`src/rtl/rnd_pkg.sv`:
```
package rnd_pkg;
  localparam int EXP_IN_W  = 17;
  localparam int FRAC_W    = 63;
  localparam int MANT_W    = FRAC_W + 1;
  localparam int X_W       = MANT_W + 3;
  localparam int EXP_W     = EXP_IN_W + 2;
  localparam int EXP_OUT_W = 15;
  localparam int EXT_BIAS  = (1 << (EXP_OUT_W - 1)) - 1;
  localparam int NUM_PREC  = 3;
  localparam int SEL_W     = $clog2(NUM_PREC);

  typedef enum logic [1:0] {
    PREC_EXT  = 2'b00,
    PREC_SGL  = 2'b01,
    PREC_DBL  = 2'b10,
    PREC_EXT2 = 2'b11
  } prec_e;

  typedef enum logic [1:0] {
    MODE_NEAR = 2'b00,
    MODE_ZERO = 2'b01,
    MODE_DOWN = 2'b10,
    MODE_UP   = 2'b11
  } mode_e;

  // index 0 single, 1 double, 2 extended
  function automatic int keep_bits(input int idx);
    case (idx)
      0:       return 24;
      1:       return 53;
      default: return MANT_W;
    endcase
  endfunction

  function automatic int exp_max(input int idx);
    case (idx)
      0:       return 127;
      1:       return 1023;
      default: return EXT_BIAS;
    endcase
  endfunction

  function automatic int exp_min(input int idx);
    return 1 - exp_max(idx);
  endfunction
endpackage

```
`src/rtl/rnd_prenorm.sv`:
```
module rnd_prenorm
  import rnd_pkg::*;
(
  input  logic                    ovf_bit_i,
  input  logic                    int_bit_i,
  input  logic [FRAC_W-1:0]       frac_i,
  input  logic                    guard_i,
  input  logic                    round_i,
  input  logic                    sticky_i,
  input  logic signed [EXP_IN_W-1:0] exp_i,
  output logic [X_W-1:0]          x_o,
  output logic signed [EXP_W-1:0] exp_o
);
  logic signed [EXP_W-1:0] exp_ext;

  assign exp_ext = EXP_W'(exp_i);

  always_comb begin
    if (ovf_bit_i) begin
      // shift right one: fraction LSB drops into guard
      x_o   = {1'b1, int_bit_i, frac_i, guard_i, round_i | sticky_i};
      exp_o = exp_ext + EXP_W'(1);
    end else begin
      x_o   = {int_bit_i, frac_i, guard_i, round_i, sticky_i};
      exp_o = exp_ext;
    end
  end
endmodule

```
`src/rtl/rnd_round.sv`:
```
module rnd_round
  import rnd_pkg::*;
#(
  parameter int KEEP = 64
) (
  input  logic [X_W-1:0]    x_i,
  input  logic              sign_i,
  input  mode_e             mode_i,
  output logic [MANT_W-1:0] mant_o,
  output logic              carry_o,
  output logic              inexact_o
);
  localparam int LSB = X_W - KEEP;

  logic [KEEP-1:0] kept;
  logic [KEEP-1:0] kept_rnd;
  logic [KEEP:0]   sum;
  logic            lsb, gb, rb, sb, inc;

  assign kept = x_i[X_W-1 -: KEEP];
  assign lsb  = x_i[LSB];
  assign gb   = x_i[LSB-1];
  assign rb   = x_i[LSB-2];
  assign sb   = |x_i[LSB-3:0];
  assign inexact_o = gb | rb | sb;

  always_comb begin
    case (mode_i)
      MODE_NEAR: inc = gb & (rb | sb | lsb);
      MODE_ZERO: inc = 1'b0;
      MODE_DOWN: inc = sign_i & inexact_o;
      default:   inc = ~sign_i & inexact_o;
    endcase
  end

  assign sum     = {1'b0, kept} + (KEEP+1)'(inc);
  assign carry_o = sum[KEEP];

  always_comb begin
    if (carry_o) kept_rnd = {1'b1, {(KEEP-1){1'b0}}};
    else         kept_rnd = sum[KEEP-1:0];
  end

  assign mant_o = MANT_W'(kept_rnd) << (MANT_W - KEEP);
endmodule

```
`src/rtl/rnd_range.sv`:
```
module rnd_range
  import rnd_pkg::*;
(
  input  logic                    sign_i,
  input  mode_e                   mode_i,
  input  logic [SEL_W-1:0]        sel_i,
  input  logic                    is_zero_i,
  input  logic                    zero_inexact_i,
  input  logic signed [EXP_W-1:0] exp_i,
  input  logic [MANT_W-1:0]       mant_i,
  input  logic                    inexact_i,
  output logic [EXP_OUT_W-1:0]    exp_o,
  output logic [MANT_W-1:0]       mant_o,
  output logic                    inexact_o,
  output logic                    overflow_o,
  output logic                    underflow_o
);
  logic signed [EXP_W-1:0] emax, emin;
  logic [MANT_W-1:0]       max_mant;
  logic                    to_inf, too_big, too_small;

  always_comb begin
    emax     = EXP_W'(exp_max(2));
    emin     = EXP_W'(exp_min(2));
    max_mant = {MANT_W{1'b1}};
    for (int i = 0; i < NUM_PREC; i++) begin
      if (int'(sel_i) == i) begin
        emax     = EXP_W'(exp_max(i));
        emin     = EXP_W'(exp_min(i));
        max_mant = {MANT_W{1'b1}} << (MANT_W - keep_bits(i));
      end
    end
  end

  assign too_big   = exp_i > emax;
  assign too_small = exp_i < emin;

  always_comb begin
    case (mode_i)
      MODE_NEAR: to_inf = 1'b1;
      MODE_ZERO: to_inf = 1'b0;
      MODE_DOWN: to_inf = sign_i;
      default:   to_inf = ~sign_i;
    endcase
  end

  always_comb begin
    exp_o       = '0;
    mant_o      = '0;
    inexact_o   = 1'b0;
    overflow_o  = 1'b0;
    underflow_o = 1'b0;
    if (is_zero_i) begin
      inexact_o = zero_inexact_i;
    end else if (too_big) begin
      overflow_o = 1'b1;
      inexact_o  = 1'b1;
      if (to_inf) begin
        exp_o = '1;
      end else begin
        exp_o  = EXP_OUT_W'(emax + EXP_W'(EXT_BIAS));
        mant_o = max_mant;
      end
    end else if (too_small) begin
      underflow_o = 1'b1;
      inexact_o   = 1'b1;
    end else begin
      exp_o     = EXP_OUT_W'(exp_i + EXP_W'(EXT_BIAS));
      mant_o    = mant_i;
      inexact_o = inexact_i;
    end
  end
endmodule

```
`src/rtl/rnd_unit.sv`:
```
module rnd_unit
  import rnd_pkg::*;
(
  input  logic                 clk_i,
  input  logic                 rst_ni,
  input  logic                 valid_i,
  input  logic                 sign_i,
  input  logic [EXP_IN_W-1:0]  exp_i,
  input  logic                 ovf_bit_i,
  input  logic                 int_bit_i,
  input  logic [FRAC_W-1:0]    frac_i,
  input  logic                 guard_i,
  input  logic                 round_i,
  input  logic                 sticky_i,
  input  logic [1:0]           prec_i,
  input  logic [1:0]           mode_i,
  output logic                 valid_o,
  output logic                 sign_o,
  output logic [EXP_OUT_W-1:0] exp_o,
  output logic [MANT_W-1:0]    mant_o,
  output logic                 inexact_o,
  output logic                 overflow_o,
  output logic                 underflow_o
);
  mode_e                   mode;
  logic [X_W-1:0]          x;
  logic signed [EXP_W-1:0] pre_exp, rnd_exp;
  logic [SEL_W-1:0]        sel;
  logic [MANT_W-1:0]       mant_p [NUM_PREC];
  logic                    carry_p [NUM_PREC];
  logic                    inx_p [NUM_PREC];
  logic [MANT_W-1:0]       mant_s;
  logic                    carry_s, inx_s;
  logic [EXP_OUT_W-1:0]    exp_d;
  logic [MANT_W-1:0]       mant_d;
  logic                    inx_d, ovf_d, unf_d;

  assign mode = mode_e'(mode_i);

  always_comb begin
    case (prec_i)
      PREC_SGL: sel = SEL_W'(0);
      PREC_DBL: sel = SEL_W'(1);
      default:  sel = SEL_W'(2);
    endcase
  end

  rnd_prenorm u_prenorm (
    .ovf_bit_i (ovf_bit_i),
    .int_bit_i (int_bit_i),
    .frac_i    (frac_i),
    .guard_i   (guard_i),
    .round_i   (round_i),
    .sticky_i  (sticky_i),
    .exp_i     (exp_i),
    .x_o       (x),
    .exp_o     (pre_exp)
  );

  for (genvar g = 0; g < NUM_PREC; g++) begin : g_prec
    rnd_round #(.KEEP(keep_bits(g))) u_round (
      .x_i       (x),
      .sign_i    (sign_i),
      .mode_i    (mode),
      .mant_o    (mant_p[g]),
      .carry_o   (carry_p[g]),
      .inexact_o (inx_p[g])
    );
  end

  always_comb begin
    mant_s  = mant_p[NUM_PREC-1];
    carry_s = carry_p[NUM_PREC-1];
    inx_s   = inx_p[NUM_PREC-1];
    for (int i = 0; i < NUM_PREC; i++) begin
      if (int'(sel) == i) begin
        mant_s  = mant_p[i];
        carry_s = carry_p[i];
        inx_s   = inx_p[i];
      end
    end
  end

  assign rnd_exp = pre_exp + EXP_W'(carry_s);

  rnd_range u_range (
    .sign_i         (sign_i),
    .mode_i         (mode),
    .sel_i          (sel),
    .is_zero_i      (~x[X_W-1]),
    .zero_inexact_i (|x[X_W-2:0]),
    .exp_i          (rnd_exp),
    .mant_i         (mant_s),
    .inexact_i      (inx_s),
    .exp_o          (exp_d),
    .mant_o         (mant_d),
    .inexact_o      (inx_d),
    .overflow_o     (ovf_d),
    .underflow_o    (unf_d)
  );

  always_ff @(posedge clk_i or negedge rst_ni) begin
    if (!rst_ni) begin
      valid_o     <= 1'b0;
      sign_o      <= 1'b0;
      exp_o       <= '0;
      mant_o      <= '0;
      inexact_o   <= 1'b0;
      overflow_o  <= 1'b0;
      underflow_o <= 1'b0;
    end else begin
      valid_o <= valid_i;
      if (valid_i) begin
        sign_o      <= sign_i;
        exp_o       <= exp_d;
        mant_o      <= mant_d;
        inexact_o   <= inx_d;
        overflow_o  <= ovf_d;
        underflow_o <= unf_d;
      end
    end
  end


  valid_follow_chk: assert property (@(posedge clk_i) disable iff (!rst_ni)
    valid_i |=> valid_o);

  valid_idle_chk: assert property (@(posedge clk_i) disable iff (!rst_ni)
    !valid_i |=> !valid_o);

  single_low_zero_chk: assert property (@(posedge clk_i) disable iff (!rst_ni)
    (valid_i && prec_i == PREC_SGL) |=> mant_o[MANT_W-keep_bits(0)-1:0] == '0);

  double_low_zero_chk: assert property (@(posedge clk_i) disable iff (!rst_ni)
    (valid_i && prec_i == PREC_DBL) |=> mant_o[MANT_W-keep_bits(1)-1:0] == '0);

  zero_mode_no_inf_chk: assert property (@(posedge clk_i) disable iff (!rst_ni)
    (valid_i && mode_i == MODE_ZERO) |=> exp_o != '1);

  ovf_inexact_chk: assert property (@(posedge clk_i) disable iff (!rst_ni)
    (valid_o && overflow_o) |-> inexact_o);

  unf_zero_chk: assert property (@(posedge clk_i) disable iff (!rst_ni)
    (valid_o && underflow_o) |-> (exp_o == '0 && mant_o == '0 && inexact_o));

  flags_excl_chk: assert property (@(posedge clk_i) disable iff (!rst_ni)
    valid_o |-> !(overflow_o && underflow_o));

  finite_norm_chk: assert property (@(posedge clk_i) disable iff (!rst_ni)
    (valid_o && exp_o != '0 && exp_o != '1) |-> mant_o[MANT_W-1]);
endmodule

```
`config.mk`:
```
export PLATFORM = sky130hd
export DESIGN_NAME = rnd_unit
export DESIGN_NICKNAME = d
export VERILOG_FILES = /design/src/rtl/rnd_pkg.sv /design/src/rtl/rnd_prenorm.sv /design/src/rtl/rnd_round.sv /design/src/rtl/rnd_range.sv /design/src/rtl/rnd_unit.sv
export SDC_FILE = /design/constraint.sdc
export NUM_CORES = 1
export LEC_CHECK = 0
export CORE_ASPECT_RATIO = 1.25
export CORE_MARGIN = 5
export CORE_UTILIZATION = 32
export CTS_CLUSTER_DIAMETER = 100
export DETAILED_ROUTE_END_ITERATION = 12
export REMOVE_ABC_BUFFERS = 1
export SETUP_SLACK_MARGIN = 0.3
export SLEW_MARGIN = 20
export SYNTH_ARGS = -nofsm -noshare
export SYNTH_HDL_FRONTEND = slang
export SYNTH_SLANG_ARGS = --single-unit
```
`constraint.sdc`:
```
create_clock -name clk_i -period 1.9 [get_ports clk_i]
set_input_delay 0.475 -clock clk_i [delete_from_list [all_inputs] [get_ports clk_i]]
set_output_delay 0.475 -clock clk_i [all_outputs]
set_load 0.02 [all_outputs]
```
; Word level (Yosys, flattened, before mapping)
; Cells that the tools add are included.
[totals]
regBits = 84
input_bits = 93
out_inout_bits = 84
elab_cells = 109
[classes]
addsub = 13
magnitude_cmp = 2
n_eq_ne = 6
shifts = 3
mux = 50
bitwise_logic = 23
reduce_logical = 5
[op_table]
columns = operator, n
row1 = 2-to-1 mux 64 bit, 11
row2 = left shift 64 x 32 -> 64 bit (first input constant), 3
row3 = 2-to-1 mux 19 bit, 7
row4 = 2-to-1 mux 32 bit, 3
row5 = subtractor 8 x 32 -> 32 bit (first input constant), 3
row6 = 2-to-1 mux 67 bit, 1
row7 = OR reduction 66 bit, 1
row8 = adder 64 x 1 -> 65 bit, 1
row9 = 2-to-1 mux 15 bit, 4
row10 = subtractor 2 x 19 -> 19 bit (first input constant), 3
row11 = adder 53 x 1 -> 54 bit, 1
row12 = 2-to-1 mux 53 bit, 1
row13 = 2-to-1 mux 14 bit, 3
row14 = OR reduction 41 bit, 1
row15 = adder 24 x 1 -> 25 bit, 1
row16 = 2-to-1 mux 24 bit, 1
row17 = adder 19 x 1 -> 19 bit, 1
row18 = greater-than comparator 19 x 15 -> 1 bit, 1
row19 = < comparator 19 bit, 1
row20 = adder 17 x 2 -> 18 bit (second input constant), 1
row21 = adder 14 x 14 -> 15 bit (second input constant), 1
row22 = adder 15 bit (second input constant), 1
row23 = 2-to-1 mux 1 bit, 14
row24 = OR 1 bit, 13
row25 = other kinds (8), 24

; Longest topological paths before layout
; Gate-level depths: netlist of run 1.
[logic_depth]
depth_word = 16
mapped_depth = 44

; Hierarchy
; Synthesis of run 1 repeated with hierarchy kept, for this count alone.
[unflattened]
hier_cells = 1537
area_unflattened_um2 = 12270.5
[modules_own_cells]
columns = mod, n_inst, cells_per_inst, area_each_um2, seq_area_each_um2
row1 = rnd_unit, 1, 557, 5400.2, 2102.0
row2 = rnd_round (g_prec[2].u_round), 1, 255, 1634.1, 0.0
row3 = rnd_round (g_prec[1].u_round), 1, 243, 1584.0, 0.0
row4 = rnd_range, 1, 207, 1508.9, 0.0
row5 = rnd_prenorm, 1, 119, 1119.8, 0.0
row6 = rnd_round (g_prec[0].u_round), 1, 156, 1023.5, 0.0

; Worst setup path after synthesis of run 1
; Ideal clock, no wire load.
[synth_path]
kind = input-to-reg
from = input port ovf_bit_i
to = register mant_o[41]
arrival_time_ns = 8.626
required_ns = 1.813
path_slack_ns = -6.813
stages = 43
n_path_buf = 15
path_cell_list = buf_6 buf_6 buf_6 buf_4 buf_2 buf_4 buf_2 buf_2 buf_2 buf_1 a21oi_1 o32ai_1 ha_1 ha_1 nand3_1 nor4_1 and4_1 nand4_1 (+7 left out) mux2_2 o2111ai_1 nor4_1 o21ai_0 xnor2_1 ha_1 inv_1 a21oi_1 o21bai_1 a211o_1 a31oi_1 nor4_2 or3_1 buf_6 or3_1 buf_6 buf_12 o221ai_2
[synth_between]
elab_chain_cells = 15
elab_cells_between_ends = 46
[synth_rtl]
columns = element, line
row1 = start: declaration, rnd_unit.sv:9  ; input logic ovf_bit_i,
row2 = 2-to-1 mux 67 bit, rnd_prenorm.sv:19  ; if (ovf_bit_i) begin
row3 = OR reduction 41 bit, rnd_round.sv:24  ; assign sb = |x_i[LSB-3:0];
row4 = OR 1 bit (2 in series), rnd_round.sv:29  ; MODE_NEAR: inc = gb & (rb | sb | lsb);
row5 = AND 1 bit, rnd_round.sv:29
row6 = one-hot mux 1 bit (3 select lines), rnd_round.sv:28  ; case (mode_i)
row7 = adder 24 x 1 -> 25 bit, rnd_round.sv:36  ; assign sum = {1'b0, kept} + (KEEP+1)'(inc);
row8 = 2-to-1 mux 1 bit (3 in series), rnd_unit.sv:76  ; if (int'(sel) == i) begin
row9 = adder 19 x 1 -> 19 bit, rnd_unit.sv:84  ; assign rnd_exp = pre_exp + EXP_W'(carry_s);
row10 = < comparator 19 bit, rnd_range.sv:36  ; assign too_small = exp_i < emin;
row11 = 2-to-1 mux 64 bit, rnd_range.sv:64  ; end else if (too_small) begin
row12 = 2-to-1 mux 64 bit, rnd_range.sv:55  ; end else if (too_big) begin
row13 = 2-to-1 mux 64 bit *, rnd_range.sv:53  ; if (is_zero_i) begin
row14 = end signal: assignment, rnd_unit.sv:116  ; mant_o <= mant_d;
row15 = end: declaration, rnd_unit.sv:20  ; output logic [MANT_W-1:0] mant_o,
; Mark *: on every way between the ends. The rest lies on a longest branch, timed or not.
; A chain may end at the register's enable or synchronous reset.

; Final worst setup path of run 1
[layout_path]
from = input port ovf_bit_i
to = register mant_o[24]
; Same word-level chain as after synthesis.

==> run_results.csv, run 1 <==
group,metric,value,unit
cts,clk_latency,0.38,ns
yosys,yosysWarnings,0,
yosys,synth_edf_count,0,
timing,min_period,6.64,ns
die,die_w,173,um
status,status,"complete, but fails checks",
cts,cts_hold_buf,0,
timing,tns,-378.01,ns
timing,worstMarginPinSlew,0.669,ns
worst_setup_path,cp-end-kind,"register",
yosys,synth_cells,1301,
drt,firstDrtPassIters,5,
grt,antenna_found_initial,1,
cts,htreeDepth,3,
drt,drc,0,
yosys,synth_flop_cell,"dfrtp_1",
worst_setup_path,crit_slowest_cell,"or3_4",
drt,drtAntennaViolNets,0,
grt,grt.overflow.total,0,
die,die-height,213,um
timing,maxSlewHeadroom,0.541,
worst_setup_path,worstPathRequired,2.20,ns
yosys,ys_top_cells_by_area,"dfrtp_1 20%, xnor2_1 7.3%, mux2i_1 5.6%",
drt,vias_per_cell,5.60,
timing,max_freq,151,MHz
placed_design,placedCellCount,2318,
cts,cts_tree,"built",
cts,clock-root-buffer,"clkbuf_16",
yosys,synth_seq_cells,84,
yosys,yosysSeqAreaShare,0.199,
grt,track_usage,0.265,
status,violations,"setup timing",
yosys,synth_area_leader_cell,"dfrtp_1",
worst_setup_path,worstPathMaxFanout,7,
job,cap_violations,0,
cts,cts_sinks,84,
timing,rsz0062_at_grt,"yes",
power_and_ir_drop,power,8.53,mW
grt,grt_pass1_wl,77.2,mm
timing,maxSlewViolCount,0,
power_and_ir_drop,leakagePower,7.99,nW
cells_and_area,drive_gt1_frac,0.417,
die,start_util,0.323,
power_and_ir_drop,vdd_drop_max,629,uV
worst_setup_path,r2r_cells,1,
yosys,synth_top_area_frac,0.199,
power_and_ir_drop,power_density,465,mW/mm^2
timing,whs,0.0860,ns
yosys,yosysUniqueCellTypes,102,
timing,finalCritPeriodShare,3.50,
cells_and_area,areaGrowthSynthToFinish,73.6,%
placed_design,portBuffers,176,
yosys,avgSynthCellArea,8.12,um^2
worst_setup_path,critPathArrivalTime,6.94,ns
cells_and_area,num_antenna_cells,0,
cells_and_area,layout.nets,2120,
drt,num_vias,13600,
cts,numCtsBuffers,9,
placed_design,dpl.hpwl,38.7,mm
worst_setup_path,cp-start-kind,"primary input",
yosys,syn-cell-area,0.0106,mm^2
die,std_cell_rows,74,
drt,wl_per_cell,21.0,um
worst_setup_path,path_class,"in2reg",
drt,drt_iter0_markers,914,
cts,clk_path_buf_depth,2,
die,die-area,0.0368,mm^2
cts,clkSlewWorstSetupHoldPaths,0.07,ns
yosys,synth-async-reset-ratio,1.00,
die,io_pins,177,
timing,setup_violations,82,
drt,wl,50.8,mm
timing,fin_ws,-4.74,ns
min_path,hold_path.class,"in2async",
worst_setup_path,max_stage_delay,0.47,ns
grt,grt_max_degree,60,
die,coreArea,0.0327,mm^2
placed_design,globalplace.congestion,0.956,
timing,skew,0,ns
timing,finalHoldViolCount,0,
cells_and_area,fin_cells,2422,
grt,grt_pass1_vias,13800,
-- metrics by stage --
| step | instance area, um^2 | utilization | setup slack [ns] |
|---|---|---|---|
| finish | 18300 | 0.561 | -4.74 |
| detailed placement | 16300 | 0.499 | -5.79 |
| floorplan | 10100 | - | -5.81 |
| global placement | 16300 | 0.499 | -5.61 |
| CTS | 17900 | 0.549 | -4.51 |
| global route | 18300 | 0.561 | -4.88 |
-- layout by cell type, fill, tap and decap left out, types with 9 or more instances in the layout --
cell and n:
xor2_1 40, dlygate4sd2_1 68, a21oi_1 47, nand4_1 37, clkdlybuf4s15_2 16, and4_1 13
nor2b_1 9, inv_1 70, clkbuf_2 11, a221o_1 29, buf_6 38, nand2_1 94
o21ai_0 36, clkdlybuf4s15_1 23, nor4_1 18, nor2_1 87, ha_1 21, nand2b_1 12
buf_12 15, a22oi_1 28, dfrtp_1 84, nand3_1 54, and3_1 13, buf_16 10
buf_4 526, a31oi_1 16, mux2_2 25, xnor2_1 86, o221ai_2 41, mux2i_1 45
and2_1 16, clkdlybuf4s50_1 51, nor3_1 35, clkbuf_16 9
-- final timing paths --
| kind | start | end | slack (ns) |
|---|---|---|---|
| min in group clk_i | underflow_o | underflow_o | 0.50 |
| min reg2reg | underflow_o | underflow_o | 0.50 |
| max in group asynchronous | rst_ni | mant_o[63] | 1.52 |
| max reg2reg | exp_o[0] | exp_o[0] | 0.99 |
| min | rst_ni | mant_o[17] | 0.09 |
| max | ovf_bit_i | mant_o[24] | -4.74 |
-- critical path: cells and delay by family --
family,cells,cell delay [ns]
buf+inv,8,1.01
fa+ha+maj,5,1.02
xor+xnor,1,0.08
simple gates,13,2.70
mux,1,0.30
compound gates,8,1.33
-- state kept, by name (all words and copies together), names as in the netlist --
name and cells:
sign_o 1, mant_o 64, inexact_o 1, valid_o 1, overflow_o 1, underflow_o 1, exp_o 15
-- cell families (layout without fill, tap and decap cells) --
logic type,after synthesis,in the layout,share of synthesized area
simple gates,486,486,0.252
compound gates,334,334,0.253
buf+inv,152,855,0.0677
xor+xnor,131,131,0.111
mux,86,86,0.0847
flops,84,84,0.199
fa+ha+maj,28,28,0.0332
-- layer usage --
layer	wire (um)	part of all wire	track usage	vias up
met5	13	0.00026	0	-
met1	19400	0.38	0.294	6550
li1	-	-	-	6324
met4	3110	0.061	0.134	2
met2	25800	0.51	0.491	508
met3	2490	0.049	0.0434	177
-- power by group --
part | total, mW | switching, mW | leakage [nW] | internal (mW)
Sequential | 2.21 | 0.181 | 1.09 | 2.03
Clock | 2.07 | 0.901 | 0.161 | 1.17
Combinational | 4.24 | 2.20 | 6.75 | 2.04
Total | 8.53 | 3.28 | 7.99 | 5.24
-- area by class of cell --
class | instances | area (um^2)
clock inverters | 7 | 104
multi-input cells | 1065 | 8510
fillers | 2935 | 14300
flip-flops and latches | 84 | 2100
clock buffers | 9 | 225
well taps | 418 | 523
repair buffers | 767 | 6610
inverters | 72 | 270
-- Yosys cell counts (all sizes together) (15+ instances only) --
library cell  count
nand2            96
nor2             92
xnor2            88
dfrtp            84
inv              72
mux2i            59
nand3            59
a21oi            54
o221ai           48
o21ai            47
clkbuf           44
xor2             42
nor3             41
nand4            38
buf              36
a221o            29
a22oi            29
ha               28
mux2             27
nor4             27
and3             20
and2             18
a31oi            17
nand2b           16
and4             15
-- timing repair --
item / CTS / global route
resized for setup: 335 / 85
endpoints found under the setup margin: 166 / 107
buffers inserted: 59 / 19
pin swaps: 88 / 47
gates cloned: 10 / 0
No activity file was read; power rests on OpenSTA's default activity.
==> run 2: changes to the inputs <==
--- a/constraint.sdc
+++ b/constraint.sdc
@@ -3,2 +3,2 @@
 set_output_delay 0.475 -clock clk_i [all_outputs]
-set_load 0.02 [all_outputs]
+set_load 0.05 [all_outputs]
==> run 2 against run 1 <==
The flow still finishes with violations (setup timing). Total power rose by 5.1%. Sequential share of layout area is 0.20 points higher. Wire length decreased by 0.20%. Die area unchanged. Setup slack better by 0.12 ns. Core utilization down 0.98 points. First-iteration DRC count increased by 14%. Non-clock buffer count down 27. Global-route usage shrank 0.21 points. Critical path depth increased by 11. Clock power decreased by 7%. Critical path type unchanged. Largest cell class unchanged. Highest routed layer unchanged.
==> run_results.csv, run 2 (same netlist as run 1, synthesis figures left out) <==
group,metric,value,unit
status,status,"complete, but fails checks",
status,violations,"setup timing",
timing,rsz0062_at_grt,"yes",
placed_design,placedCellCount,2306,
worst_setup_path,cp-end-kind,"register",
cells_and_area,fin_area,0.0180,mm^2
cts,clk_latency,0.37,ns
worst_setup_path,worstPathMaxFanout,7,
cts,htreeDepth,3,
cells_and_area,fin_util,0.551,
power_and_ir_drop,p_sw,3.72,mW
die,die_w,173,um
cts,cts_sinks,84,
min_path,hold_path.class,"in2async",
cells_and_area,num_antenna_cells,0,
timing,maxSlewHeadroom,0.502,
die,coreArea,0.0327,mm^2
worst_setup_path,path_class,"in2reg",
timing,whs,0.0971,ns
power_and_ir_drop,leakagePower,7.89,nW
grt,grt_max_degree,57,
cts,clk_path_buf_depth,2,
cells_and_area,fill_cells,3025,
worst_setup_path,crit_path_start,"ovf_bit_i",
cells_and_area,drive_gt1_frac,0.440,
worst_setup_path,cpMostUsedCell,"buf_4",
cts,cts_tree,"built",
power_and_ir_drop,switching_share,0.416,
timing,worstMarginPinSlew,0.729,ns
drt,drc,0,
cells_and_area,layout.nets,2093,
die,die-area,0.0368,mm^2
placed_design,dpl.hpwl,38.6,mm
cts,clock-root-buffer,"clkbuf_16",
grt,met1_usage,0.293,
timing,setup_violations,82,
grt,antenna_found_initial,1,
placed_design,portBuffers,176,
drt,wl_per_cell,21.2,um
drt,drt_iter0_markers,1045,
drt,num_vias,13500,
power_and_ir_drop,clkPwrFrac,0.215,
placed_design,placedInstanceArea,0.0160,mm^2
grt,use_met3,0.0370,
cells_and_area,largestRegisters,"mant_o x64, exp_o x15",
cts,numCtsBuffers,9,
timing,skew,0,ns
placed_design,dp_slack,-5.76,ns
timing,max_freq,153,MHz
cells_and_area,most-common-layout-cells,"591 x buf_4, 94 x nand2_1, 87 x xnor2_1, 87 x nor2_1, 84 x dfrtp_1",
timing,finalHoldViolCount,0,
cts,cts_hold_buf,0,
worst_setup_path,r2r_start,"mant_o[49]",
power_and_ir_drop,vdd_drop_max,455,uV
timing,finalCritPeriodShare,3.43,
cells_and_area,largest_reg_flops,64,
worst_setup_path,cp-endpoint,"mant_o[36]",
cells_and_area,fin_cells,2394,
worst_setup_path,cp-start-kind,"primary input",
timing,maxSlewViolCount,0,
power_and_ir_drop,power_density,497,mW/mm^2
die,die-height,213,um
grt,met2_usage,0.475,
worst_setup_path,worstReg2RegEnd,"mant_o[49]",
power_and_ir_drop,power,8.96,mW
die,io_pins,177,
job,cap_violations,0,
cells_and_area,regMostFlops,"mant_o",
drt,vias_per_cell,5.65,
grt,busiest_layer,"met2",
drt,drtAntennaViolNets,0,
grt,track_usage,0.263,
drt,wl,50.7,mm
cts,clkSlewWorstSetupHoldPaths,0.06,ns
power_and_ir_drop,comb_power_share,0.537,
power_and_ir_drop,sequentialPowerShare,0.247,
die,std_cell_rows,74,
cells_and_area,layout.cells.most_common,"buf_4",
grt,grt_pass1_wl,76.4,mm
worst_setup_path,critPathArrivalTime,6.76,ns
cells_and_area,areaGrowthSynthToFinish,70.6,%
worst_setup_path,max_stage_delay,0.28,ns
timing,tns,-368.78,ns
worst_setup_path,regToRegSetupSlack,1.00,ns
power_and_ir_drop,p_int,5.24,mW
worst_setup_path,worstPathRequired,2.14,ns
die,start_util,0.323,
timing,min_period,6.52,ns
timing,fin_ws,-4.62,ns
grt,grt_pass1_vias,13500,
worst_setup_path,crit_slowest_cell,"and4_1",
drt,firstDrtPassIters,6,
grt,grt.overflow.total,0,
worst_setup_path,r2r_cells,1,
placed_design,globalplace.congestion,0.954,
## run 2: changes by cell type in the layout (fill, tap and decap cells not counted), sizes merged, moves of 7 or more
cell / before / now
buf: 598 / 653
clkbuf: 20 / 13
clkdlybuf4s15: 39 / 8
clkdlybuf4s50: 51 / 42
dlygate4sd2: 68 / 27
dlymetal6s2s: 0 / 7
## run 2: area by class of cell
cell class	count	area [um^2]	share of cell area
sequential	84	2100	0.117
timing repair buffer	740	6280	0.348
clock buffer	10	229	0.0127
multi-input combinational	1065	8540	0.474
inverter	72	270	0.0150
clock inverter	5	77.6	0.00430
tap	418	523	0.0290
## run 2: how the worst min path moves through the flow
| stage | startpoint | end | slack (ns) | cells past startpoint |
|---|---|---|---|---|
| 2_1_floorplan | rst_ni | exp_o[0] | 0.18 | 0 |
| 3_3_place_gp | inexact_o | inexact_o | 0.47 | 2 |
| 6_report | rst_ni | mant_o[21] | 0.1 | 2 |
| 4_1_cts | rst_ni | mant_o[21] | 0.11 | 2 |
| 3_5_place_dp | inexact_o | inexact_o | 0.48 | 2 |
| 5_1_grt | rst_ni | mant_o[21] | 0.13 | 2 |
## run 2: critical path: cells and delay by family
kind | cells | cell delay [ns]
AO/OA/AOI/OAI | 6 | 0.99
AND/OR/NAND/NOR | 6 | 0.89
buffers and inverters | 33 | 3.96
adder cells (fa/ha/maj) | 2 | 0.41
## run 2: routing by layer
layer  vias to the layer above  part of all wire
li1                       6283                 -
met1                      6506              0.38
met2                       556              0.50
met3                       170             0.053
met4                         2             0.070
met5                         -           0.00026
## run 2: timing repair
| item | CTS | global route |
|---|---|---|
| hold endpoints to repair | 0 | 0 |
| endpoints found under the setup margin | 82 | 82 |
| buffers inserted | 51 | 11 |
| gates resized for setup | 215 | 64 |
| cloned | 11 | 0 |
| pin swaps | 95 | 42 |
## run 2: power groups by stage
stage | combinational (mW) | clock [mW] | sequential [mW]
6_report | 4.82 | 1.93 | 2.21
2_1_floorplan | 1.37 | 0 | 3.06
3_3_place_gp | 4.33 | 0 | 2.24
3_5_place_dp | 4.37 | 0 | 2.24
4_1_cts | 4.68 | 1.96 | 2.21
5_1_grt | 5.08 | 2.04 | 2.24
